--- config.mk ---
export PLATFORM = sky130hd
export DESIGN_NAME = line_mem_responder
export DESIGN_NICKNAME = d
export VERILOG_FILES = /design/src/rtl/line_mem_pkg.sv /design/src/rtl/line_mem_store.sv /design/src/rtl/line_mem_pending.sv /design/src/rtl/line_mem_throttle.sv /design/src/rtl/line_mem_responder.sv
export SDC_FILE = /design/constraint.sdc
export NUM_CORES = 2
export LEC_CHECK = 0
export BUFFER_PORTS_ARGS = -buffer_cell sky130_fd_sc_hd__clkbuf_2
export CORE_ASPECT_RATIO = 0.7
export CORE_UTILIZATION = 25
export DETAILED_ROUTE_END_ITERATION = 16
export GPL_TIMING_DRIVEN = 0
export PLACE_DENSITY_LB_ADDON = 0.08
export SLEW_MARGIN = 30
export SYNTH_ARGS = -nofsm -noshare
export SYNTH_HDL_FRONTEND = slang
export SYNTH_HIERARCHICAL = 1
export SYNTH_SLANG_ARGS = --single-unit
--- constraint.sdc ---
create_clock -name clk -period 23.9 [get_ports clk]
set_clock_uncertainty 0.2 [all_clocks]
set_input_delay 1.195 -clock clk [delete_from_list [all_inputs] [get_ports clk]]
set_output_delay 1.195 -clock clk [all_outputs]
set_load 0.05 [all_outputs]
--- src/rtl/line_mem_pkg.sv ---
`timescale 1ns/1ps
package line_mem_pkg;

    // Request gate decided by the throttle each cycle
    typedef enum logic [1:0] {
        GATE_OPEN,   // request accepted
        GATE_TICK,   // periodic stall slot
        GATE_CROWD,  // occupancy at or above the stall limit
        GATE_BRIM    // table completely full
    } gate_e;

endpackage

--- src/rtl/line_mem_store.sv ---
`timescale 1ns/1ps
module line_mem_store #(
    parameter int ADDR_W     = 4,
    parameter int LINE_BYTES = 8,
    localparam int LINES     = 1 << ADDR_W,
    localparam int DATA_W    = 8 * LINE_BYTES
) (
    input  logic                  clk,
    input  logic                  wr_en,
    input  logic [ADDR_W-1:0]     wr_addr,
    input  logic [DATA_W-1:0]     wr_data,
    input  logic [LINE_BYTES-1:0] wr_be,
    input  logic [ADDR_W-1:0]     rd_addr,
    output logic [DATA_W-1:0]     rd_data
);

    // One array per byte lane so each enable bit owns its storage
    for (genvar b = 0; b < LINE_BYTES; b++) begin : g_lane
        logic [7:0] lane_q [LINES];

        always_ff @(posedge clk) begin
            if (wr_en && wr_be[b]) begin
                lane_q[wr_addr] <= wr_data[8*b +: 8];
            end
        end

        assign rd_data[8*b +: 8] = lane_q[rd_addr];
    end

endmodule

--- src/rtl/line_mem_pending.sv ---
`timescale 1ns/1ps
module line_mem_pending #(
    parameter int DEPTH   = 8,
    parameter int TAG_W   = 6,
    parameter int DATA_W  = 64,
    parameter int LATENCY = 4,
    localparam int OCC_W  = $clog2(DEPTH + 1),
    localparam int CNT_W  = $clog2(LATENCY + 1),
    localparam int IDX_W  = (DEPTH > 1) ? $clog2(DEPTH) : 1
) (
    input  logic              clk,
    input  logic              rst,
    input  logic              push,
    input  logic [TAG_W-1:0]  push_tag,
    input  logic [DATA_W-1:0] push_data,
    input  logic              rsp_ready,
    output logic              rsp_valid,
    output logic [TAG_W-1:0]  rsp_tag,
    output logic [DATA_W-1:0] rsp_data,
    output logic [OCC_W-1:0]  occupancy,
    output logic              full
);

    logic [TAG_W-1:0]  tag_q  [DEPTH];
    logic [TAG_W-1:0]  tag_d  [DEPTH];
    logic [DATA_W-1:0] data_q [DEPTH];
    logic [DATA_W-1:0] data_d [DEPTH];
    logic [CNT_W-1:0]  cnt_q  [DEPTH];
    logic [CNT_W-1:0]  cnt_d  [DEPTH];
    logic [OCC_W-1:0]  occ_q, occ_d;

    logic              found;
    logic [IDX_W-1:0]  pick;
    logic              fire;
    logic [OCC_W-1:0]  slot;

    function automatic logic [CNT_W-1:0] tick_down(input logic [CNT_W-1:0] c);
        return (c != '0) ? c - 1'b1 : c;
    endfunction

    // Lowest live entry whose countdown has run out
    always_comb begin
        found = 1'b0;
        pick  = '0;
        for (int i = 0; i < DEPTH; i++) begin
            if (!found && (OCC_W'(i) < occ_q) && (cnt_q[i] == '0)) begin
                found = 1'b1;
                pick  = IDX_W'(i);
            end
        end
    end

    assign fire = found && rsp_ready;
    assign slot = occ_q - OCC_W'(fire);

    // Next table image: count down, close the gap, append the new read
    always_comb begin
        for (int i = 0; i < DEPTH; i++) begin
            int src;
            src = ((i + 1) < DEPTH) ? i + 1 : i;
            tag_d[i]  = tag_q[i];
            data_d[i] = data_q[i];
            cnt_d[i]  = tick_down(cnt_q[i]);
            if (fire && (IDX_W'(i) >= pick)) begin
                tag_d[i]  = tag_q[src];
                data_d[i] = data_q[src];
                cnt_d[i]  = tick_down(cnt_q[src]);
            end
            if (push && (OCC_W'(i) == slot)) begin
                tag_d[i]  = push_tag;
                data_d[i] = push_data;
                cnt_d[i]  = CNT_W'(LATENCY);
            end
        end
        occ_d = occ_q - OCC_W'(fire) + OCC_W'(push);
    end

    always_ff @(posedge clk) begin
        if (rst) begin
            occ_q <= '0;
            for (int i = 0; i < DEPTH; i++) begin
                cnt_q[i] <= '0;
            end
        end else begin
            occ_q <= occ_d;
            for (int i = 0; i < DEPTH; i++) begin
                tag_q[i]  <= tag_d[i];
                data_q[i] <= data_d[i];
                cnt_q[i]  <= cnt_d[i];
            end
        end
    end

    assign rsp_valid = fire;
    assign rsp_tag   = tag_q[pick];
    assign rsp_data  = data_q[pick];
    assign occupancy = occ_q;
    assign full      = (occ_q == OCC_W'(DEPTH));

    // a delivered reply leaves the table
    p_drop_one_r3: assert property (@(posedge clk) disable iff (rst)
        (rsp_valid && !push) |=> (occupancy == $past(occupancy) - 1'b1));

    // a new entry starts with the full latency
    p_fresh_count_r2: assert property (@(posedge clk) disable iff (rst)
        push |=> (cnt_q[IDX_W'($past(slot))] == CNT_W'(LATENCY)));

    // the table never overflows
    p_no_overflow_r8: assert property (@(posedge clk) disable iff (rst)
        push |-> !full);

    // nothing to return from an empty table
    p_idle_quiet_r4: assert property (@(posedge clk) disable iff (rst)
        (occupancy == '0) |-> !rsp_valid);

endmodule

--- src/rtl/line_mem_throttle.sv ---
`timescale 1ns/1ps
module line_mem_throttle
    import line_mem_pkg::*;
#(
    parameter int PERIOD = 7,
    parameter int LIMIT  = 6,
    parameter int OCC_W  = 4,
    localparam int PH_W  = (PERIOD > 1) ? $clog2(PERIOD) : 1
) (
    input  logic             clk,
    input  logic             rst,
    input  logic             stall_mode,
    input  logic [OCC_W-1:0] occupancy,
    input  logic             table_full,
    output logic             req_ready
);

    logic [PH_W-1:0] phase_q;
    gate_e           gate;

    // Free-running phase counter
    always_ff @(posedge clk) begin
        if (rst) begin
            phase_q <= '0;
        end else if (phase_q == PH_W'(PERIOD - 1)) begin
            phase_q <= '0;
        end else begin
            phase_q <= phase_q + 1'b1;
        end
    end

    // Gate selection, highest-priority cause first
    always_comb begin
        if (stall_mode && (phase_q == '0)) begin
            gate = GATE_TICK;
        end else if (stall_mode && (occupancy >= OCC_W'(LIMIT))) begin
            gate = GATE_CROWD;
        end else if (table_full) begin
            gate = GATE_BRIM;
        end else begin
            gate = GATE_OPEN;
        end
    end

    always_comb begin
        req_ready = 1'b0;
        unique case (gate)
            GATE_OPEN:  req_ready = 1'b1;
            GATE_TICK:  req_ready = 1'b0;
            GATE_CROWD: req_ready = 1'b0;
            GATE_BRIM:  req_ready = 1'b0;
        endcase
    end

    // the phase wraps back to the stall slot
    p_phase_wrap_r6: assert property (@(posedge clk) disable iff (rst)
        (phase_q == PH_W'(PERIOD - 1)) |=> (phase_q == '0));

endmodule

--- src/rtl/line_mem_responder.sv ---
`timescale 1ns/1ps
module line_mem_responder
    import line_mem_pkg::*;
#(
    parameter int ADDR_W     = 4,
    parameter int LINE_BYTES = 8,
    parameter int TAG_W      = 6,
    parameter int LATENCY    = 4,
    parameter int DEPTH      = 8,
    parameter int PERIOD     = 7,
    parameter int LIMIT      = 6
) (
    input  logic                    clk,
    input  logic                    rst,
    input  logic                    stall_mode,
    input  logic                    req_valid,
    output logic                    req_ready,
    input  logic                    req_write,
    input  logic [ADDR_W-1:0]       req_addr,
    input  logic [TAG_W-1:0]        req_tag,
    input  logic [8*LINE_BYTES-1:0] req_wdata,
    input  logic [LINE_BYTES-1:0]   req_byteen,
    output logic                    rsp_valid,
    input  logic                    rsp_ready,
    output logic [TAG_W-1:0]        rsp_tag,
    output logic [8*LINE_BYTES-1:0] rsp_data
);

    localparam int DATA_W = 8 * LINE_BYTES;
    localparam int OCC_W  = $clog2(DEPTH + 1);

    logic              accept;
    logic              wr_en;
    logic              push;
    logic [DATA_W-1:0] line_now;
    logic [OCC_W-1:0]  occupancy;
    logic              full;

    assign accept = req_valid && req_ready;
    assign wr_en  = accept && req_write;
    assign push   = accept && !req_write;

    line_mem_store #(
        .ADDR_W     (ADDR_W),
        .LINE_BYTES (LINE_BYTES)
    ) store_i (
        .clk     (clk),
        .wr_en   (wr_en),
        .wr_addr (req_addr),
        .wr_data (req_wdata),
        .wr_be   (req_byteen),
        .rd_addr (req_addr),
        .rd_data (line_now)
    );

    line_mem_pending #(
        .DEPTH   (DEPTH),
        .TAG_W   (TAG_W),
        .DATA_W  (DATA_W),
        .LATENCY (LATENCY)
    ) pending_i (
        .clk       (clk),
        .rst       (rst),
        .push      (push),
        .push_tag  (req_tag),
        .push_data (line_now),
        .rsp_ready (rsp_ready),
        .rsp_valid (rsp_valid),
        .rsp_tag   (rsp_tag),
        .rsp_data  (rsp_data),
        .occupancy (occupancy),
        .full      (full)
    );

    line_mem_throttle #(
        .PERIOD (PERIOD),
        .LIMIT  (LIMIT),
        .OCC_W  (OCC_W)
    ) throttle_i (
        .clk        (clk),
        .rst        (rst),
        .stall_mode (stall_mode),
        .occupancy  (occupancy),
        .table_full (full),
        .req_ready  (req_ready)
    );

    // a crowded table refuses requests in stall mode
    p_crowd_block_r7: assert property (@(posedge clk) disable iff (rst)
        (stall_mode && (occupancy >= OCC_W'(LIMIT))) |-> !req_ready);

    // a reply is only delivered to a ready consumer
    p_rsp_ready_r4: assert property (@(posedge clk) disable iff (rst)
        rsp_valid |-> rsp_ready);

endmodule

==> flow_summary.json <==
{
  "chipWidth_um": 629,
  "ctsLongestPathBuffers": 4,
  "grt_remaining_overflow": 0,
  "vias_per_cell": 4.70,
  "cp.required_ps": 22510,
  "post_cts_resized": 0,
  "sequential_cell_area_um2": 48200,
  "syn_inst": 3612,
  "worst_skew_pair_latency_ps": 840,
  "rsz0062_at_grt": "false",
  "final_period_minus_worst_setup_slack_ps": 6360,
  "detailedPlacementHpwl_um": 163000,
  "wirelength_um": 239000,
  "timing.critical_path.fanout_max": 10,
  "h-tree-depth": 4,
  "headroom_to_the_max_slew_limit": 0.271,
  "max_clock_freq_mhz": 157,
  "synth-seq-cells": 1615,
  "crit_path_start_kind": "flip-flop",
  "grt_use_total": 0.170,
  "worst_slew_pin_slew_ps": 1090,
  "routabilityCongestion": 0.725,
  "multi_input_comb_area_um2": 19800,
  "async_reset_ff_frac": 0,
  "hold_fix_buffers_at_cts": 0,
  "min_path_type": "reg -> reg",
  "slew_viol_final": 0,
  "setup.worst_path.end_class": "output pin",
  "irDropWorstVdd_uv": 125,
  "post_route_cells_drive_above_1_share": 0.386,
  "core_box_area_um2": 273000,
  "setup.worst_path.class": "reg -> out",
  "clock-root-buffer": "sky130_fd_sc_hd__clkbuf_16",
  "critical_path.cell_chain": "inv_1, ha_1, ha_1, clkbuf_1, a211oi_1, o22ai_2, nand4_2, clkbuf_1, o21a_1, a221oi_1, clkbuf_2",
  "post_synth_num_cell_types": 61,
  "wire_length_of_the_first_global_routing_pass_um": 326000,
  "grt_antenna_before_repair": 33,
  "critical_path.n_buffers_inverters": 4,
  "setup_slack_ps": 17540,
  "floorplan.initialDensity": 0.252,
  "ys.warnings.count": 6,
  "critPathSlowestCell": "sky130_fd_sc_hd__nand4_2",
  "post-cts-setup-buffers": 0,
  "numClockSinks": 1615,
  "timing_hold_violations_final": 0,
  "net_count_after_synthesis": 3730,
  "finalSetupTns_ps": 0,
  "rows": 160,
  "drt-initial-drc-count": 3071,
  "grt_max_degree": 17,
  "postSynth.topFlopCell": "sky130_fd_sc_hd__edfxtp_1",
  "synthesis.area_um2": 68900,
  "ys_seq_area_frac": 0.699,
  "layout.filler_cells": 26700,
  "drc": 0,
  "stdcell_area_um2": 81600,
  "total_die_area_um2": 278000,
  "synth-edff-count": 1584,
  "grt_pass1_vias": 37700,
  "setup_violations": 0,
  "drv.max_cap_violation_count": 0,
  "arrival_ps": 4970,
  "timing.final.crit_share": 0.266,
  "num-nets-final": 4143,
  "syn2layout_area_growth_pct": 18.4,
  "ant_nets": 0,
  "cts-buffers-inserted": 186,
  "power_leakage_nw": 25.9,
  "power_per_cell_area_nw_per_um2": 116,
  "postSynthAreaPerCell_um2": 19.1,
  "drt_pre_antenna_iters": 5,
  "boundaryPins": 160,
  "clock_tree_from_tritoncts": "yes",
  "dpl-instance-area_um2": 75900,
  "place_worst_setup_slack_ps": 17840,
  "detailroute.via_count": 36700,
  "die_height_um": 441,
  "wl_per_cell_um": 30.6,
  "placement.io_buffers": 159,
  "worst_setup_hold_path_clk_slew_ps": 50,
  "worst_stage_delay_on_the_critical_path_ps": 630,
  "outcome": "completed",
  "cpLargestDelayFamily": "buffers and inverters"
}
## path summary, 6_finish.rpt
kind	start	endpoint	slack (ps)	cells after the start
setup / recovery	pending_i/cnt_q[1][0]	rsp_data[4]	17540	11
setup reg to reg	pending_i/cnt_q[0][6]	pending_i/data_q[4][17]	17800	21
hold / removal	throttle_i/phase_q[0]	throttle_i/phase_q[0]	350	2
hold reg to reg	throttle_i/phase_q[0]	throttle_i/phase_q[0]	350	2
## state kept, by name, indices dropped and copies added (netlist names)
name,flops
pending_i/data_q,512
pending_i/occupancy,4
store_i/g_lane.lane_q,1024
throttle_i/phase_q,3
pending_i/tag_q,48
pending_i/cnt_q,24
## cells in the mapped netlist (39+ instances only)
cell type	number	area (um^2)
sky130_fd_sc_hd__a221oi_2	128	1920
sky130_fd_sc_hd__a22oi_1	130	976
sky130_fd_sc_hd__buf_2	80	400
sky130_fd_sc_hd__clkbuf_1	80	300
sky130_fd_sc_hd__edfxtp_1	1584	47600
sky130_fd_sc_hd__inv_1	39	146
sky130_fd_sc_hd__mux2_1	39	439
sky130_fd_sc_hd__mux2_2	451	5080
sky130_fd_sc_hd__mux2i_1	232	2320
sky130_fd_sc_hd__mux4_2	256	5770
sky130_fd_sc_hd__nand2_1	96	360
sky130_fd_sc_hd__nor2_1	153	574
sky130_fd_sc_hd__o21a_1	72	541
## cell usage in the layout (no fill, tap or decap), drive strengths merged, types with 2 or more instances in the layout
cell	netlist	routed
a211oi	2	2
a21boi	2	2
a21oi	22	22
a221oi	138	138
a22oi	130	130
a31oi	2	2
and2	4	4
buf	140	206
bufinv	0	12
clkbuf	83	463
clkinv	0	86
clkinvlp	0	3
dfxtp	31	31
diode	0	6
edfxtp	1584	1584
ha	30	30
inv	40	42
mux2	490	490
mux2i	232	232
mux4	256	256
nand2	96	96
nand2b	8	8
nand3	11	11
nand4	3	3
nor2	155	155
nor2b	12	12
nor3	18	18
nor3b	3	3
nor4	2	2
nor4b	2	2
o21a	72	72
o21ai	14	14
o22ai	2	2
or2	3	3
or3	2	2
xnor2	11	11
xor2	2	2
## power breakdown
part | leakage [nW] | switching, mW | internal (mW)
combinational | 8.48 | 2.14 | 0.974
sequential | 14.6 | 0.120 | 3.46
clock | 2.77 | 1.18 | 1.57
## area by class of cell
cell class	count	share of cell area
sequential	1615	0.591
multi-input combinational	1734	0.242
clock buffer	221	0.0596
tap	3645	0.0559
timing repair buffer	225	0.0245
buffer	223	0.0152
clock inverter	103	0.00948
inverter	40	0.00184
antenna	6	0.000184
## logic make-up after synthesis
| logic type | synth area share |
|---|---|
| DFF | 0.699 |
| muxes | 0.197 |
| AOI/OAI and AO/OA | 0.0559 |
| and+or+nand+nor | 0.0204 |
| buffers and inverters | 0.0196 |
| adders and majority gates | 0.00545 |
| xor gates and xnor gates | 0.00165 |
## metrics by stage
stage                     instances  utilization  hold WS, ps  power (mW)
after floorplan                3612            -          305        5.59
after global placement         7416        0.272          339        6.76
after detailed placement       7482        0.278          337        6.82
after CTS                      7806        0.299          316        9.62
after global routing           7810        0.299          342        9.85
final                          7812        0.299          348        9.44
## worst min-delay path, stage by stage, from the launching register on
cell and delay [ps]:
sky130_fd_sc_hd__dfxtp_1 310, sky130_fd_sc_hd__inv_1 90, sky130_fd_sc_hd__and2_1 120
## metal layers
layer / global-route usage / vias to the layer above / wire length (um) / share of wire
met4: 0.0379 / 2 / 5060 / 0.021
li1: - / 15700 / - / -
met1: 0.253 / 19700 / 118000 / 0.49
met5: 0 / - / 13 / 0.000054
met2: 0.252 / 969 / 102000 / 0.43
met3: 0.0343 / 298 / 13400 / 0.056
Power figures use the tool's default switching activity.
